<file path="config.mk">
export PLATFORM = sky130hd
export DESIGN_NAME = icap_timer
export DESIGN_NICKNAME = d
export VERILOG_FILES = /design/src/rtl/icap_pkg.sv /design/src/rtl/icap_free_counter.sv /design/src/rtl/icap_edge_sync.sv /design/src/rtl/icap_channel.sv /design/src/rtl/icap_timer.sv
export SDC_FILE = /design/constraint.sdc
export NUM_CORES = 1
export LEC_CHECK = 0
export BUFFER_PORTS_ARGS = -buffer_cell sky130_fd_sc_hd__buf_2
export CORE_ASPECT_RATIO = 1.1
export CORE_UTILIZATION = 49
export CTS_CLUSTER_DIAMETER = 100
export DETAILED_ROUTE_END_ITERATION = 10
export PLACE_DENSITY_LB_ADDON = 0.3
export SKIP_LAST_GASP = 1
export SLEW_MARGIN = 10
export SYNTH_ARGS = -nofsm -noshare
export SYNTH_HDL_FRONTEND = slang
export SYNTH_SLANG_ARGS = --single-unit
</file>
<file path="constraint.sdc">
create_clock -name clk -period 2.1 [get_ports clk]
set_input_delay 0.315 -clock clk [delete_from_list [all_inputs] [get_ports clk]]
set_output_delay 0.315 -clock clk [all_outputs]
set_load 0.01 [all_outputs]
</file>
<file path="src/rtl/icap_pkg.sv">
package icap_pkg;
  typedef enum logic [2:0] {
    RA_COUNT = 3'd0,
    RA_CAPA  = 3'd1,
    RA_CAPB  = 3'd2,
    RA_CTRL  = 3'd3,
    RA_PEND  = 3'd4
  } reg_addr_e;

  localparam int NUM_CH     = 2;
  localparam int CTL_POL_LSB = 0;
  localparam int CTL_EN_LSB  = NUM_CH;
  localparam int CTL_W       = 2 * NUM_CH;
endpackage

</file>
<file path="src/rtl/icap_free_counter.sv">
module icap_free_counter #(
  parameter int W = 16
) (
  input  logic         clk,
  input  logic         rst,
  input  logic         load,
  input  logic [W-1:0] load_val,
  output logic [W-1:0] count
);
  localparam logic [W-1:0] STEP = W'(1);

  always_ff @(posedge clk) begin
    if (rst)       count <= '1;
    else if (load) count <= load_val;
    else           count <= count - STEP;
  end
endmodule

</file>
<file path="src/rtl/icap_edge_sync.sv">
module icap_edge_sync #(
  parameter int STAGES = 2
) (
  input  logic clk,
  input  logic rst,
  input  logic pin,
  input  logic falling,
  output logic evt
);
  logic [STAGES-1:0] chain;
  logic              last_lvl;
  logic              lvl;

  generate
    if (STAGES == 1) begin : g_one
      always_ff @(posedge clk) begin
        if (rst) chain <= '0;
        else     chain <= pin;
      end
    end else begin : g_many
      always_ff @(posedge clk) begin
        if (rst) chain <= '0;
        else     chain <= {chain[STAGES-2:0], pin};
      end
    end
  endgenerate

  always_ff @(posedge clk) begin
    if (rst) last_lvl <= 1'b0;
    else     last_lvl <= chain[STAGES-1];
  end

  assign lvl = chain[STAGES-1];

  always_comb begin
    if (falling) evt = last_lvl & ~lvl;
    else         evt = lvl & ~last_lvl;
  end
endmodule

</file>
<file path="src/rtl/icap_channel.sv">
module icap_channel #(
  parameter int W = 16
) (
  input  logic         clk,
  input  logic         rst,
  input  logic         evt,
  input  logic [W-1:0] count,
  input  logic         clr,
  output logic [W-1:0] cap,
  output logic         pend
);
  always_ff @(posedge clk) begin
    if (rst) begin
      cap  <= '0;
      pend <= 1'b0;
    end else begin
      if (evt) cap <= count;
      if (evt)      pend <= 1'b1;
      else if (clr) pend <= 1'b0;
    end
  end
endmodule

</file>
<file path="src/rtl/icap_timer.sv">
module icap_timer
  import icap_pkg::*;
#(
  parameter int TW          = 16,
  parameter int AW          = 3,
  parameter int SYNC_STAGES = 2
) (
  input  logic          clk,
  input  logic          rst,
  input  logic          pin_a,
  input  logic          pin_b,
  input  logic          wr_en,
  input  logic          rd_en,
  input  logic [AW-1:0] addr,
  input  logic [TW-1:0] wdata,
  output logic [TW-1:0] rdata,
  output logic          irq
);
  localparam int PAD_PEND = TW - NUM_CH;
  localparam int PAD_CTL  = TW - CTL_W;

  logic [TW-1:0]     timer_q;
  logic              tmr_wr, ctl_wr, pnd_wr;
  logic [CTL_W-1:0]  ctrl_q;
  logic [NUM_CH-1:0] pol, en, evt, pend, pins;
  logic [TW-1:0]     cap [NUM_CH];

  assign tmr_wr = wr_en && (addr == AW'(RA_COUNT));
  assign ctl_wr = wr_en && (addr == AW'(RA_CTRL));
  assign pnd_wr = wr_en && (addr == AW'(RA_PEND));
  assign pins   = {pin_b, pin_a};
  assign pol    = ctrl_q[CTL_POL_LSB +: NUM_CH];
  assign en     = ctrl_q[CTL_EN_LSB  +: NUM_CH];

  icap_free_counter #(.W(TW)) u_cnt (
    .clk(clk), .rst(rst), .load(tmr_wr), .load_val(wdata), .count(timer_q)
  );

  always_ff @(posedge clk) begin
    if (rst)         ctrl_q <= '0;
    else if (ctl_wr) ctrl_q <= wdata[CTL_W-1:0];
  end

  generate
    for (genvar ch = 0; ch < NUM_CH; ch++) begin : g_ch
      icap_edge_sync #(.STAGES(SYNC_STAGES)) u_sync (
        .clk(clk), .rst(rst), .pin(pins[ch]), .falling(pol[ch]), .evt(evt[ch])
      );
      icap_channel #(.W(TW)) u_cap (
        .clk(clk), .rst(rst), .evt(evt[ch]), .count(timer_q),
        .clr(pnd_wr && wdata[ch]), .cap(cap[ch]), .pend(pend[ch])
      );
    end
  endgenerate

  always_ff @(posedge clk) begin
    if (rst) begin
      rdata <= '0;
    end else if (rd_en) begin
      case (addr)
        AW'(RA_COUNT): rdata <= timer_q;
        AW'(RA_CAPA):  rdata <= cap[0];
        AW'(RA_CAPB):  rdata <= cap[1];
        AW'(RA_CTRL):  rdata <= {{PAD_CTL{1'b0}}, ctrl_q};
        AW'(RA_PEND):  rdata <= {{PAD_PEND{1'b0}}, pend};
        default:       rdata <= '0;
      endcase
    end
  end

  always_ff @(posedge clk) begin
    if (rst) irq <= 1'b0;
    else     irq <= |(pend & en);
  end
endmodule

</file>
==> impl_metrics.yaml <==
status:
  status: "finished, final reports clean"
worst_setup_path:
  ff2ff_setup_slack_ns: 0.26
  critPathMaxFanout: 8
  r2r_cells: 6
  worstPathBufferInverterCount: 1
  worst-endpoint-arrival_ns: 2.08
  worstReg2RegEnd: "u_cnt.count[14]$_SDFF_PP1_"
  cp-end-kind: "register"
  slowest_delay_ns: 0.40
  crit_type: "reg -> reg"
  critical-path-top-delay-family: "simple AND/OR/NAND/NOR gates"
  critPathLaunchType: "register"
  slowest_stage: "or3_1"
  r2r-start: "u_cnt.count[0]$_SDFF_PP1_"
  required_ns: 2.34
  path_cells: "inv_1, ha_1, nor3b_2, nand2_1, or3_1, o311a_1"
min_path:
  hold_path_startpoint: "pin_a"
  min_delay_worst_endpoint: "g_ch[0].u_sync.chain[0]$_SDFF_PP0_"
  holdCritPathClass: "in -> reg"
  whs_path_depth: 2
sta:
  drv_slew: 0
  post-route-period-util: 0.879
  setup_tns_ns: 0
  worst_pin_slew_ns: 0.985
  setup_viol: 0
  hold_violations: 0
  finalClockSkew_ns: 0.00825
  hold_ws_ns: 0.167
  post-route-min-period_ns: 1.84
  maxSlewHeadroom: 0.342
  fmax_mhz: 542
  rsz0062_at_grt: "false"
cells_and_area:
  area_growth_pct: 13.3
  nets: 420
  final_area_sq_mm: 0.00387
  num_antenna_cells: 0
  final_core_util: 0.580
  drive_above_1_share: 0.208
floorplan:
  die_h_um: 89.5
  dieArea_sq_mm: 0.00730
  start_util: 0.512
  die_w_um: 81.6
  core-area_sq_mm: 0.00667
  num_io_pins: 42
  placementRows: 31
grt:
  antenna_found_initial: 0
  grt-ovfl-total: 0
  grt_pass1_vias: 2442
  grtUsageTotal: 0.225
  grt_max_degree: 25
  grt_pass1_wl_um: 12200
route:
  num_vias: 2598
  ant_nets: 0
  first_pass_iters: 4
  routedWlPerCell_um: 14.9
  via_per_inst: 5.40
  drt-initial-drc-count: 123
  wl_um: 7180
  drc: 0
clock_tree:
  clockBufferDepth: 2
  cts_resized: 0
  cts_root_buf: "clkbuf_8"
  cts_buffers: 9
  cts_sinks: 77
  clk_latency_ns: 0.35
  cts_tree: "done"
  htree_levels: 3
  cts_hold_buffers: 0
  cts.clk_slew.worst_paths_ns: 0.08
  postCtsSetupRepairBufs: 0
synthesis:
  ys.flop_type: "dfxtp_1"
  syn-num-nets: 380
  synth_area_sq_mm: 0.00341
  synth-edff-count: 0
  synth_top_cell_by_area: "dfxtp_1"
  ys_async_sr_fraction: 0
  synth-seq-cells: 77
  syn_avg_cell_area_sq_um: 9.64
  synth_top_area_frac: 0.452
  synthTopCellsByArea: "dfxtp_1 45%, mux2i_1 14%, nor2_1 6.9%, nor2b_1 4.2%, a21oi_1 3.2%"
  synth_cell_type_count: 45
  yosysWarnings: 0
  muxShareOfSynthArea: 0.167
  synthAdderAreaFrac: 0.00367
  synth_top_family_by_area: "simple AND/OR/NAND/NOR gates"
  netlist_instances: 354
  yosysSeqAreaShare: 0.452
  yosys.area_share.simple: 0.205
  synth_compound_area_frac: 0.111
  synthXorXnorAreaFrac: 0.0180
place:
  io_buffers: 41
  gp_congestion: 0.841
  dp_hpwl_um: 4920
  dpl-instance-area_sq_mm: 0.00369
power_and_ir_drop:
  power_uw: 2890
  swShare: 0.256
  pwr-share-comb: 0.104
  p_seq_frac: 0.545
  p_leak_uw: 0.00166
  irDropWorstVdd_uv: 437
  p_int_uw: 2150
  clkPwrFrac: 0.352
  p_switching_uw: 741
  p_per_area_mw_per_mm2: 748
run:
  cap_violations: 0
how the worst max path moves through the flow:
stage                                    from                    endpoint  slack, ns  cells after the start
CTS                 u_cnt.count[0]$_SDFF_PP1_  u_cnt.count[14]$_SDFF_PP1_       0.27                      6
finish              u_cnt.count[0]$_SDFF_PP1_  u_cnt.count[14]$_SDFF_PP1_       0.26                      6
detailed placement  u_cnt.count[0]$_SDFF_PP1_  u_cnt.count[14]$_SDFF_PP1_       0.31                      6
floorplan           u_cnt.count[0]$_SDFF_PP1_  u_cnt.count[14]$_SDFF_PP1_       0.51                      6
global route        u_cnt.count[0]$_SDFF_PP1_  u_cnt.count[14]$_SDFF_PP1_       0.07                      6
global placement                      addr[2]   u_cnt.count[4]$_SDFF_PP1_       0.35                      5
power by group through the flow:
stage	Clock, uW	Combinational [uW]	Sequential, uW
after floorplan	0	216	1600
after global placement	0	296	1610
after detailed placement	0	300	1610
after CTS	1040	302	1580
after global routing	1100	335	1590
final	1020	300	1580
routing by layer:
layer  up-vias  GRT usage  routed length, um
met3        11     0.0500                281
met5         -          0                  0
met4         0     0.0861                122
li1       1322          -                  -
met1      1214      0.316               3650
met2        51      0.336               3130
placed cells by master, fill, tap and decap left out, types with 3 or more instances in the layout:
master,instances
a211oi_1,3
a21oi_1,22
a22oi_1,3
a31oi_1,4
buf_2,41
buf_4,13
clkbuf_8,11
clkinv_2,3
dfxtp_1,77
inv_1,4
mux2i_1,48
mux4_2,4
nand2_1,5
nand3_1,7
nor2_1,63
nor2b_1,23
nor3_1,12
o21ai_0,3
o2bb2ai_1,12
o31ai_1,3
xor2_1,5
through the flow:
stage / cells / worst slack [ns]
2_1_floorplan: 354 / 0.508
3_3_place_gp: 465 / 0.355
3_5_place_dp: 465 / 0.307
4_1_cts: 481 / 0.265
5_1_grt: 481 / 0.0697
6_report: 481 / 0.255
cell usage after synthesis, types with 2 or more instances:
cell type,n
or3_1,2
or4_1,2
or2_2,2
buf_2,7
nor3b_1,2
nor2_1,63
buf_6,3
mux2i_1,48
o21ai_0,4
o31ai_1,3
nand3_1,7
nand2_1,5
clkbuf_1,11
a211oi_1,3
a31oi_1,4
dfxtp_1,77
xnor2_1,2
nor2b_1,23
a21oi_1,22
xor2_1,5
nor3_1,12
buf_4,2
nor4_4,2
buf_1,2
inv_1,4
nand2b_1,2
a22oi_1,3
mux4_2,4
o2bb2ai_1,12
logic make-up after synthesis:
logic type | count (synthesis)
compound gates | 57
xor+xnor | 7
fa+ha+maj | 1
buf+inv | 29
flops | 77
mux | 52
simple gates | 131
cell type report:
class                           instances  area [sq um]
Tap cell                               82           103
Multi-Input combinational cell        248          1730
Sequential cell                        77          1540
Inverter                                4          15.0
Timing Repair Buffer                   54           303
Fill cell                             579          2800
Clock buffer                           12           155
Clock inverter                          4          22.5
state kept, by name, summed over array words and instances, names as in the netlist:
name	flops
g_ch.u_cap.pend	2
ctrl_q	4
u_cnt.count	16
g_ch.u_sync.chain	4
irq	1
g_ch.u_sync.last_lvl	2
rdata	16
g_ch.u_cap.cap	32
worst reg2reg max path: stages, from the launching register on:
cell,delay (ns)
dfxtp_1,0.39
inv_1,0.09
ha_1,0.17
nor3b_2,0.37
nand2_1,0.20
or3_1,0.40
o311a_1,0.11
Power figures use the tool's default switching activity.
